## src/rtl/perm_pkg.sv

```systemverilog
// Shared definitions for the page permission checker.
// Assumes: error-code bit positions are decoded by the fault handler
// downstream, so they are fixed here and nowhere else.
package perm_pkg;
    localparam int ERR_WIDTH = 6;
    localparam int ERR_PROT  = 0;
    localparam int ERR_WRITE = 1;
    localparam int ERR_USER  = 2;
    localparam int ERR_RSVD  = 3;
    localparam int ERR_FETCH = 4;
    localparam int ERR_KEY   = 5;

    localparam logic [1:0] ACC_READ  = 2'd0;
    localparam logic [1:0] ACC_WRITE = 2'd1;
    localparam logic [1:0] ACC_FETCH = 2'd2;

    typedef struct packed {
        logic rd;
        logic wr;
        logic ex;
    } grant_t;
endpackage

```

## src/rtl/perm_base_rules.sv

```systemverilog
// Legacy and supervisor-protection rules: works out read/write/execute
// rights from the accumulated page bits and privilege alone.
// Assumes: inputs describe a present, well-formed leaf; the caller masks
// the result otherwise.
module perm_base_rules
    import perm_pkg::*;
(
    input  logic   is_user,
    input  logic   pg_user,
    input  logic   pg_write,
    input  logic   pg_noexec,
    input  logic   wp,
    input  logic   nx_en,
    input  logic   sup_exec_prot,
    input  logic   sup_acc_prot,
    output grant_t base,
    output logic   priv_block
);
    logic nx_eff;
    logic sup_on_user;

    // Rights from user/writable/no-execute plus supervisor protections.
    always_comb begin
        nx_eff      = pg_noexec & nx_en;
        sup_on_user = ~is_user & pg_user;
        priv_block  = is_user & ~pg_user;
        base.rd     = ~(sup_acc_prot & sup_on_user);
        base.wr     = base.rd & (pg_write | (~is_user & ~wp));
        base.ex     = ~nx_eff & (is_user | ~(sup_exec_prot & pg_user));
    end
endmodule

```

## src/rtl/perm_key_rules.sv

```systemverilog
// Protection-key rule: picks the access-disable / write-disable pair of
// the leaf key and reports the rights the key leaves.
// Assumes: key_rights holds one pair per key, disable bit low, write
// disable bit high.
module perm_key_rules #(
    parameter int KEY_BITS = 4
) (
    input  logic                          key_en,
    input  logic                          long_mode,
    input  logic                          pg_user,
    input  logic                          is_user,
    input  logic                          wp,
    input  logic [KEY_BITS-1:0]           key_idx,
    input  logic [2*(1<<KEY_BITS)-1:0]    key_rights,
    output logic                          key_active,
    output logic                          key_rd_ok,
    output logic                          key_wr_ok
);
    localparam int KEY_COUNT = 1 << KEY_BITS;

    logic [KEY_COUNT-1:0] ad_vec;
    logic [KEY_COUNT-1:0] wd_vec;
    logic                 sel_ad;
    logic                 sel_wd;

    // Split the rights word into per-key disable vectors.
    for (genvar k = 0; k < KEY_COUNT; k++) begin : g_pair
        assign ad_vec[k] = key_rights[2*k];
        assign wd_vec[k] = key_rights[2*k+1];
    end

    // Gate the selected pair and derive remaining rights.
    always_comb begin
        sel_ad     = ad_vec[key_idx];
        sel_wd     = wd_vec[key_idx];
        key_active = key_en & long_mode & pg_user & (|key_rights);
        key_rd_ok  = ~(key_active & sel_ad);
        key_wr_ok  = ~(key_active & (sel_ad | (sel_wd & (is_user | wp))));
    end
endmodule

```

## src/rtl/perm_fault_encode.sv

```systemverilog
// Merges base and key rights, picks the fault cause by priority and
// builds the error code.
// Assumes: rsvd_hit is only meaningful with present set; access type 3
// behaves as a read.
module perm_fault_encode
    import perm_pkg::*;
(
    input  logic [1:0]           acc,
    input  logic                 is_user,
    input  logic                 present,
    input  logic                 rsvd_hit,
    input  logic                 priv_block,
    input  grant_t               base,
    input  logic                 key_active,
    input  logic                 key_rd_ok,
    input  logic                 key_wr_ok,
    input  logic                 nx_en,
    input  logic                 ext_pg,
    input  logic                 sup_exec_prot,
    output grant_t               grant,
    output logic                 fault,
    output logic [ERR_WIDTH-1:0] err
);
    logic is_wr;
    logic is_fx;
    logic key_deny;
    logic attempted_ok;

    // Final rights, cause priority and error code assembly.
    always_comb begin
        is_wr = (acc == ACC_WRITE);
        is_fx = (acc == ACC_FETCH);

        err            = '0;
        err[ERR_WRITE] = is_wr;
        err[ERR_USER]  = is_user;
        err[ERR_FETCH] = is_fx & ((nx_en & ext_pg) | sup_exec_prot);

        if (!present || rsvd_hit || priv_block) begin
            grant = '0;
        end else begin
            grant.rd = base.rd & key_rd_ok;
            grant.wr = base.wr & key_wr_ok;
            grant.ex = base.ex;
        end

        key_deny     = key_active & (is_wr ? ~key_wr_ok : (~is_fx & ~key_rd_ok));
        attempted_ok = is_wr ? grant.wr : (is_fx ? grant.ex : grant.rd);

        fault = 1'b1;
        if (!present) begin
            fault = 1'b1;
        end else if (rsvd_hit) begin
            err[ERR_PROT] = 1'b1;
            err[ERR_RSVD] = 1'b1;
        end else if (priv_block) begin
            err[ERR_PROT] = 1'b1;
        end else if (key_deny) begin
            err[ERR_PROT] = 1'b1;
            err[ERR_KEY]  = 1'b1;
        end else if (!attempted_ok) begin
            err[ERR_PROT] = 1'b1;
        end else begin
            fault = 1'b0;
        end
    end
endmodule

```

## src/rtl/page_perm_check.sv

```systemverilog
// Page access permission checker top: evaluates one request per cycle
// and registers grants, fault flag and error code.
// Assumes: request inputs are steady around the capturing clock edge;
// results hold while req_valid is low.
module page_perm_check
    import perm_pkg::*;
#(
    parameter int KEY_BITS = 4
) (
    input  logic                        clk,
    input  logic                        rst_n,
    input  logic                        req_valid,
    input  logic [1:0]                  req_acc,
    input  logic                        req_user,
    input  logic                        pg_present,
    input  logic                        pg_rsvd_hit,
    input  logic                        pg_user,
    input  logic                        pg_write,
    input  logic                        pg_noexec,
    input  logic [KEY_BITS-1:0]         pg_key,
    input  logic                        ctl_wp,
    input  logic                        ctl_nx_en,
    input  logic                        ctl_ext_pg,
    input  logic                        ctl_sup_exec_prot,
    input  logic                        ctl_sup_acc_prot,
    input  logic                        ctl_key_en,
    input  logic                        ctl_long_mode,
    input  logic [2*(1<<KEY_BITS)-1:0]  key_rights,
    output logic                        rsp_valid,
    output logic                        rsp_grant_rd,
    output logic                        rsp_grant_wr,
    output logic                        rsp_grant_ex,
    output logic                        rsp_fault,
    output logic [ERR_WIDTH-1:0]        rsp_err
);
    grant_t               base;
    grant_t               grant;
    logic                 priv_block;
    logic                 key_active;
    logic                 key_rd_ok;
    logic                 key_wr_ok;
    logic                 fault;
    logic [ERR_WIDTH-1:0] err;

    perm_base_rules u_base (
        .is_user       (req_user),
        .pg_user       (pg_user),
        .pg_write      (pg_write),
        .pg_noexec     (pg_noexec),
        .wp            (ctl_wp),
        .nx_en         (ctl_nx_en),
        .sup_exec_prot (ctl_sup_exec_prot),
        .sup_acc_prot  (ctl_sup_acc_prot),
        .base          (base),
        .priv_block    (priv_block)
    );

    perm_key_rules #(.KEY_BITS(KEY_BITS)) u_key (
        .key_en     (ctl_key_en),
        .long_mode  (ctl_long_mode),
        .pg_user    (pg_user),
        .is_user    (req_user),
        .wp         (ctl_wp),
        .key_idx    (pg_key),
        .key_rights (key_rights),
        .key_active (key_active),
        .key_rd_ok  (key_rd_ok),
        .key_wr_ok  (key_wr_ok)
    );

    perm_fault_encode u_enc (
        .acc           (req_acc),
        .is_user       (req_user),
        .present       (pg_present),
        .rsvd_hit      (pg_rsvd_hit),
        .priv_block    (priv_block),
        .base          (base),
        .key_active    (key_active),
        .key_rd_ok     (key_rd_ok),
        .key_wr_ok     (key_wr_ok),
        .nx_en         (ctl_nx_en),
        .ext_pg        (ctl_ext_pg),
        .sup_exec_prot (ctl_sup_exec_prot),
        .grant         (grant),
        .fault         (fault),
        .err           (err)
    );

    // Valid flag: one pulse per accepted request.
    always_ff @(posedge clk) begin
        if (!rst_n) rsp_valid <= 1'b0;
        else        rsp_valid <= req_valid;
    end

    // Result registers: load on request, hold otherwise.
    always_ff @(posedge clk) begin
        if (!rst_n) begin
            rsp_grant_rd <= 1'b0;
            rsp_grant_wr <= 1'b0;
            rsp_grant_ex <= 1'b0;
            rsp_fault    <= 1'b0;
            rsp_err      <= '0;
        end else if (req_valid) begin
            rsp_grant_rd <= grant.rd;
            rsp_grant_wr <= grant.wr;
            rsp_grant_ex <= grant.ex;
            rsp_fault    <= fault;
            rsp_err      <= err;
        end
    end

    p_latency_r2: assert property (@(posedge clk) disable iff (!rst_n)
        req_valid |=> rsp_valid);

    p_hold_r2: assert property (@(posedge clk) disable iff (!rst_n)
        !req_valid |=> (!rsp_valid && $stable(rsp_err) && $stable(rsp_fault)));

    p_user_sup_page_r3: assert property (@(posedge clk) disable iff (!rst_n)
        (req_valid && pg_present && !pg_rsvd_hit && req_user && !pg_user)
        |=> (rsp_fault && rsp_err[ERR_PROT] && !rsp_err[ERR_KEY]
             && !rsp_grant_rd && !rsp_grant_wr && !rsp_grant_ex));

    p_write_needs_read_r4: assert property (@(posedge clk) disable iff (!rst_n)
        (rsp_valid && rsp_grant_wr) |-> rsp_grant_rd);

    p_sup_acc_prot_r6: assert property (@(posedge clk) disable iff (!rst_n)
        (req_valid && ctl_sup_acc_prot && !req_user && pg_user)
        |=> (!rsp_grant_rd && !rsp_grant_wr));

    p_key_implies_prot_r8: assert property (@(posedge clk) disable iff (!rst_n)
        (rsp_valid && rsp_err[ERR_KEY]) |-> (rsp_fault && rsp_err[ERR_PROT]));

    p_access_bits_r9: assert property (@(posedge clk) disable iff (!rst_n)
        req_valid |=> (rsp_err[ERR_USER] == $past(req_user)
                       && rsp_err[ERR_WRITE] == ($past(req_acc) == ACC_WRITE)));

    p_not_present_r10: assert property (@(posedge clk) disable iff (!rst_n)
        (req_valid && !pg_present)
        |=> (rsp_fault && !rsp_err[ERR_PROT] && !rsp_grant_rd
             && !rsp_grant_wr && !rsp_grant_ex));

    p_fault_has_cause_r11: assert property (@(posedge clk) disable iff (!rst_n)
        (req_valid && pg_present && !pg_rsvd_hit)
        |=> (rsp_fault == rsp_err[ERR_PROT]));
endmodule

```

## config.mk

```make
export PLATFORM = sky130hd
export DESIGN_NAME = page_perm_check
export DESIGN_NICKNAME = d
export VERILOG_FILES = /design/src/rtl/perm_pkg.sv /design/src/rtl/perm_base_rules.sv /design/src/rtl/perm_key_rules.sv /design/src/rtl/perm_fault_encode.sv /design/src/rtl/page_perm_check.sv
export SDC_FILE = /design/constraint.sdc
export NUM_CORES = 1
export LEC_CHECK = 0
export BUFFER_PORTS_ARGS = -buffer_cell sky130_fd_sc_hd__buf_2
export CORE_MARGIN = 1
export CORE_UTILIZATION = 40
export CTS_BUF_LIST = sky130_fd_sc_hd__clkbuf_4
export DETAILED_ROUTE_END_ITERATION = 12
export GPL_TIMING_DRIVEN = 0
export PLACE_DENSITY = 0.77
export SLEW_MARGIN = 20
export SYNTH_ARGS = -nofsm -noshare
export SYNTH_HDL_FRONTEND = slang
export SYNTH_HIERARCHICAL = 1
export SYNTH_SLANG_ARGS = --single-unit
```

## constraint.sdc

```tcl
create_clock -name clk -period 2.6 [get_ports clk]
set_input_delay 0.26 -clock clk [delete_from_list [all_inputs] [get_ports clk]]
set_output_delay 0.26 -clock clk [all_outputs]
set_load 0.02 [all_outputs]
```

==> flow_summary.ini, run 1 <==
[floorplan]
dieWidth_um = 51.8
dieArea_mm2 = 0.00268
die-height_um = 51.8
core_area_mm2 = 0.00228
starting_density_pct = 43.5
ioPinCount = 65
core.rowCount = 17

[yosys]
synthesis.area_um2 = 991
ys.flop_type = dfxtp_1
synth_edf_count = 0
postSynthRegisterBits = 11
post_synth.cell_area_avg_um2 = 9.81
synthesis.instances = 101
post_syn_nets = 155
synth.yosys.warnings = 6
synth_seq_area_share_pct = 22.2
yosysUniqueCellTypes = 39
synth-async-reset-ratio_pct = 0

[layout]
insertedDiodeCount = 0
final_nets = 223
areaGrowthSynthToFinish_pct = 38.4
final_cell_count_no_fill = 196
post_route_cells_drive_above_1_share_pct = 52.4

[clock_network]
cts_tree = done
cts_root_buf = clkbuf_4
post_cts.resized_instances = 0
tritoncts.num_buffers = 3
holdBufCountCts = 0
clock_latency_ps = 270
clkTransAtPathRegs_ps = 70
cts_htree_levels = 1
cts_num_sinks = 11
clock_path_buffers = 2
post_cts_buffers = 0

[timing]
fin_hold_ws_ps = 208
final-hold-violation-count = 0
fin_worst_skew_ps = 0
final.setup.worst_slack_ps = 437
worstMarginPinSlew_ps = 371
period_share_pct = 83.2
timing.fmax_mhz = 462
relSlewSlack_pct = 75.0
grt_setup_unrepaired = false
finalCriticalPeriod_ps = 2160
totalNegativeSetupSlack_ps = 0
final_max_slew_viol_count = 0
setup_violations = 0

[setup_path]
timing.critical_path.slowest_stage_cell = mux4_2
critical_path.max_stage_delay_ps = 510
worst-path-buf-inv = 2
critPathArrivalTime_ps = 2330
critPathRequiredTime_ps = 2770
worst_setup_path_end_kind = register
worst_setup_path_start_kind = input pin
critical_path.max_fanout = 10
worst_path_dominant_cell_family = multiplexers
cp-startpoint = pg_key[2]
critical_path.reg2reg.startpoint = rsp_grant_rd$_SDFFE_PN0P_
cp_cell_sequence = buf_2 -> buf_2 -> mux4_2 -> mux4_2 -> o31ai_2 -> nand2_1 -> o32ai_2 -> a31oi_1 -> mux2i_1 -> nor2b_1
timing.setup.critical_path_class = input pin to register

[global_route]
global_route.overflow_total = 0
grt_max_degree = 11
vias_in_the_first_global_route = 1083
antenna_found_initial = 0
grt_pass1_wl_um = 4280
track_usage_pct = 21.3

[min_path]
min-delay-path-class = input pin to register
hp-start = rst_n

[routing]
count_of_vias_placed_by_the_detailed_router = 1072
post_drt_wl_per_cell_um = 13.1
post_drt_via_cell_ratio = 5.47
finalWirelength_um = 2570
antenna_left = 0
detailedRoute.firstIterationViolations = 13
first_pass_iters = 4
detailed_route_drc_error_count = 0

[status]
run_status = complete, no violations

[placed_design]
port_buffers = 63
place_hpwl_um = 2240
worst_slack_placed_ps = 154
dp_cells = 192
place.gp.congestion = 0.803

[power]
p_per_area_mw_per_mm2 = 347
peakVddDrop_mv = 0.218
post-layout-total-power_mw = 0.476
leakagePower_nw = 0.680

[run]
cap_violations = 0
[stage by stage]
step,utilization [%],cell area (um2)
after global routing,60.3,1370
after global placement,58.9,1340
after floorplan,-,991
final,60.3,1370
after detailed placement,58.9,1340
after CTS,60.3,1370
[synth_stat cells, types with 2 or more instances]
cell type / n / share of area, %
buf_6: 2 / 2.3
a31oi_1: 2 / 1.3
mux2i_1: 12 / 12
nor2b_1: 12 / 7.6
o21a_1: 2 / 1.5
nand4_1: 2 / 1.3
nor4_1: 9 / 5.7
inv_1: 5 / 1.9
nand2_1: 3 / 1.1
and2_2: 2 / 1.5
nor2_1: 6 / 2.3
mux4_2: 6 / 14
buf_4: 2 / 1.5
dfxtp_1: 11 / 22
[worst register-to-register path: cells and delay by family, from the launching register on]
kind,cells,cell delay [ps]
flops,1,320
mux,1,140
simple gates,1,60
[final cells by class]
type                       instances  area, um2
fill                             209        905
sequential                        11        220
clock buffer                       4       30.0
buffer                             6       46.3
multi-input combinational         79        706
inverter                           5       18.8
tap                               28       35.0
timing repair buffer              63        315
[report_power, final]
group	internal [mW]	total [mW]	switching [mW]
registers	0.176	0.179	0.00321
logic	0.0904	0.169	0.0787
clock network	0.0698	0.128	0.0583
total	0.336	0.476	0.140
[path summary, 6_finish.rpt]
check                           slack [ps]                         to  depth (start not counted)
worst max-delay path                   440    rsp_err[0]$_SDFFE_PN0P_                         10
worst min-delay path                   210    rsp_err[3]$_SDFFE_PN0P_                          2
worst max register to register        1970  rsp_grant_rd$_SDFFE_PN0P_                          2
worst min register to register         520    rsp_err[3]$_SDFFE_PN0P_                          2
[layout by cell type (no fill, tap or decap), types with 2 or more instances in the layout]
cell type / instances
buf_2: 64
mux2i_1: 12
nor2b_1: 12
dfxtp_1: 11
nor4_1: 9
nor2_1: 6
mux4_2: 6
inv_1: 5
clkbuf_4: 4
nand2_1: 3
buf_6: 2
and2_2: 2
o21a_1: 2
a31oi_1: 2
buf_4: 2
nand4_1: 2
[sequential cells by signal (all words and copies together) (netlist names)]
name          cells
rsp_grant_wr      1
rsp_err           6
rsp_valid         1
rsp_grant_ex      1
rsp_grant_rd      1
rsp_fault         1
[routing by layer]
metal	GRT usage, %	routed length (um)	vias up
li1	-	-	524
met1	23.0	992	496
met2	40.9	1400	50
met3	2.63	155	2
met4	9.01	14	0
met5	0	0	-
[kinds of logic (layout without fill, tap and decap cells)]
kind of cell | count (synthesis) | count (layout) | share of synthesized area [%]
flip-flops | 11 | 11 | 22.2
buffers and inverters | 11 | 78 | 6.56
AND/OR/NAND/NOR | 43 | 43 | 27.9
multiplexers | 20 | 20 | 29.5
AO/OA/AOI/OAI | 15 | 15 | 12.9
XOR/XNOR | 1 | 1 | 0.884
Note: power is estimated with default switching activity, not from simulation.
==> run 2, diff against run 1 <==
--- a/config.mk
+++ b/config.mk
@@ -5,13 +5,14 @@
 export SDC_FILE = /design/constraint.sdc
 export NUM_CORES = 1
 export LEC_CHECK = 0
+export ABC_AREA = 1
 export BUFFER_PORTS_ARGS = -buffer_cell sky130_fd_sc_hd__buf_2
 export CORE_MARGIN = 1
 export CORE_UTILIZATION = 40
 export CTS_BUF_LIST = sky130_fd_sc_hd__clkbuf_4
 export DETAILED_ROUTE_END_ITERATION = 12
 export GPL_TIMING_DRIVEN = 0
-export PLACE_DENSITY = 0.77
+export PLACE_DENSITY = 0.73
 export SLEW_MARGIN = 20
 export SYNTH_ARGS = -nofsm -noshare
 export SYNTH_HDL_FRONTEND = slang
==> constraint.sdc (replaced) <==
create_clock -name clk -period 1.99 [get_ports clk]
set_input_delay 0.199 -clock clk [delete_from_list [all_inputs] [get_ports clk]]
set_output_delay 0.199 -clock clk [all_outputs]
set_load 0.02 [all_outputs]
==> run 2 against run 1 <==
Cell area grew 15%. Sequential power increased by 34%. Cell count is 67% higher. Clock skew unchanged. Total power is 40% higher. Non-clock buffer count up 3. Global-route usage down 1.1 points. Via count increased by 40%. Count of clock-buffer cells in the layout did not move. Largest cell class unchanged. Largest power group is now combinational cells.
==> flow_summary.ini, run 2 <==
[yosys]
synth.cells.most_frequent = 75 x nand2_1, 42 x inv_1, 34 x nor2_1
ys.flop_type = dfxtp_1
netlist.area_leader.share_pct = 23.6
synth.yosys.warnings = 6
synth-async-reset-ratio_pct = 0
postSynthRegisterBits = 11
cell_taking_the_most_area_after_synthesis = nand2_1
synthesis.area_mm2 = 0.00119
synthesis.instances = 228
yosys-top-cells-area = nand2_1 24%, dfxtp_1 18%, nand3_1 14%, inv_1 13%, nor2_1 11%
yosysUniqueCellTypes = 24
post_syn_nets = 282
post-synth-top-count-cell = nand2_1
synth_seq_area_share_pct = 18.5
synth_edf_count = 0
post_synth.cell_area_avg_um2 = 5.23

[floorplan]
die-height_um = 56.6
starting_density_pct = 42.9
dieArea_mm2 = 0.00320
ioPinCount = 65
core.rowCount = 19
core_area_mm2 = 0.00278
dieWidth_um = 56.6

[layout]
post_route_cells_drive_above_1_share_pct = 30.4
areaGrowthSynthToFinish_pct = 32.6
largest_register = rsp_err
final_cell_mix = 75 x nand2_1, 65 x buf_2, 42 x inv_1
fillers = 312
layout_commonest_cell = nand2_1
insertedDiodeCount = 0
design_area_mm2 = 0.00158
largest_register_ffs = 6
final_nets = 351

[timing]
setup_violations = 0
period_share_pct = 82.3
final-hold-violation-count = 0
final_max_slew_viol_count = 0
grt_setup_unrepaired = false
finalCriticalPeriod_ps = 1640
totalNegativeSetupSlack_ps = 0
final.setup.worst_slack_ps = 352
fin_worst_skew_ps = 0
relSlewSlack_pct = 82.1
timing.fmax_mhz = 610
worstMarginPinSlew_ps = 266

[routing]
post_drt_via_cell_ratio = 4.61
wl_met3_um = 205
wl_met2_um = 1340
count_of_vias_placed_by_the_detailed_router = 1506
antenna_left = 0
top_metal_used = met4
first_pass_iters = 4
detailedRoute.firstIterationViolations = 53
detailed_route_drc_error_count = 0
detail_route.wirelength.met1_um = 1380
post_drt_wl_per_cell_um = 9.04
finalWirelength_um = 2960

[power]
p_per_area_mw_per_mm2 = 421
power.share.clock_pct = 24.0
net-switching-power_mw = 0.224
seq_power_share_pct = 36.0
leakagePower_nw = 1.01
peakVddDrop_mv = 0.483
power.switching_fraction_pct = 33.6
combinationalPowerShare_pct = 40.0
p_int_mw = 0.442

[setup_path]
worst_setup_path_end_kind = register
worst_setup_path_start_kind = input pin
setup.reg_to_reg.worst_slack_ps = 1440
timing.setup.critical_path_class = input pin to register
worstRegToRegCells = 2
critPathRequiredTime_ps = 2160
critical_path.reg2reg.startpoint = rsp_err[4]$_SDFFE_PN0P_
critical_path.max_fanout = 10
rr_endpoint = rsp_err[4]$_SDFFE_PN0P_
critPathArrivalTime_ps = 1800

[min_path]
hp-start = rst_n
worstHoldPathCells = 3
min-delay-path-class = input pin to register
hold_worst_path_end = rsp_err[3]$_SDFFE_PN0P_

[placed_design]
worst_slack_placed_ps = 63.9
place.gp.congestion = 0.834
placed_area_mm2 = 0.00155
port_buffers = 64
place_hpwl_um = 2540

[run]
cap_violations = 0

[global_route]
grt_pass1_wl_um = 5330
track_usage_pct = 20.2
antenna_found_initial = 0
grt_max_degree = 11
vias_in_the_first_global_route = 1317
global_route.overflow_total = 0

[clock_network]
post_cts_buffers = 0
cts_num_sinks = 11
cts_tree = done
tritoncts.num_buffers = 3
clock_path_buffers = 2
cts_htree_levels = 1
holdBufCountCts = 0
cts_root_buf = clkbuf_4
clock_latency_ps = 260
clkTransAtPathRegs_ps = 60
post_cts.resized_instances = 0

[status]
run_status = complete, no violations
run 2: metrics by stage:
stage                     util, %  std cells  hold slack [ps]  power, mW
after global placement       55.8        323              440      0.511
final                        56.9        327              162      0.666
after CTS                    56.9        327              158      0.673
after global routing         56.9        327              167      0.721
after floorplan                 -        228              319      0.406
after detailed placement     55.8        323              440      0.512
run 2: worst max-delay path by stage:
stage                   start                endpoint  slack [ps]  depth (start not counted)
floorplan           pg_key[0]  rsp_fault$_SDFFE_PN0P_         380                         20
global placement    pg_key[0]  rsp_fault$_SDFFE_PN0P_          90                         21
detailed placement  pg_key[0]  rsp_fault$_SDFFE_PN0P_          60                         21
CTS                 pg_key[0]  rsp_fault$_SDFFE_PN0P_         340                         21
global route        pg_key[0]  rsp_fault$_SDFFE_PN0P_         120                         21
finish              pg_key[0]  rsp_fault$_SDFFE_PN0P_         350                         21
run 2: power groups by stage:
| stage | combinational, mW | clock, mW | sequential [mW] |
|---|---|---|---|
| after floorplan | 0.143 | 0 | 0.263 |
| after global placement | 0.266 | 0 | 0.245 |
| after detailed placement | 0.267 | 0 | 0.245 |
| after CTS | 0.268 | 0.165 | 0.240 |
| after global routing | 0.305 | 0.175 | 0.241 |
| final | 0.267 | 0.160 | 0.240 |
run 2: cell families (layout without fill, tap and decap cells):
family	Yosys count	count (layout)	synth area share, %
buffers and inverters	54	122	21.4
AOI/OAI and AO/OA	7	7	3.78
and+or+nand+nor	156	156	56.3
DFF	11	11	18.5
run 2: worst max-delay path, cell delays in order:
cell     delay, ps
buf_2          110
buf_6          140
buf_8          140
a21oi_2        120
o21ai_1         80
nand3_1         80
nand3_1         60
nand2_1         80
nand2_1         50
nand2_1         70
nand3_1         70
nand2_1         70
inv_1           40
nand2_1         90
nand2_1         70
nor2_2         110
inv_1           50
inv_1           50
nand2_1         40
nand2_1         50
nor2_1          30
run 2: area by class of cell:
| cell class | count | area [um2] | area share [%] |
|---|---|---|---|
| Buffer | 8 | 80.1 | 5.06 |
| Timing Repair Buffer | 64 | 320 | 20.3 |
| Clock buffer | 4 | 30.0 | 1.90 |
| Sequential cell | 11 | 220 | 13.9 |
| Inverter | 46 | 175 | 11.1 |
| Tap cell | 31 | 38.8 | 2.45 |
| Multi-Input combinational cell | 163 | 717 | 45.3 |
run 2: per-layer routing:
layer | vias up | global-route usage, %
met4 | 0 | 5.23
met1 | 631 | 26.7
met5 | - | 0
met3 | 5 | 2.53
met2 | 51 | 34.5
li1 | 819 | -
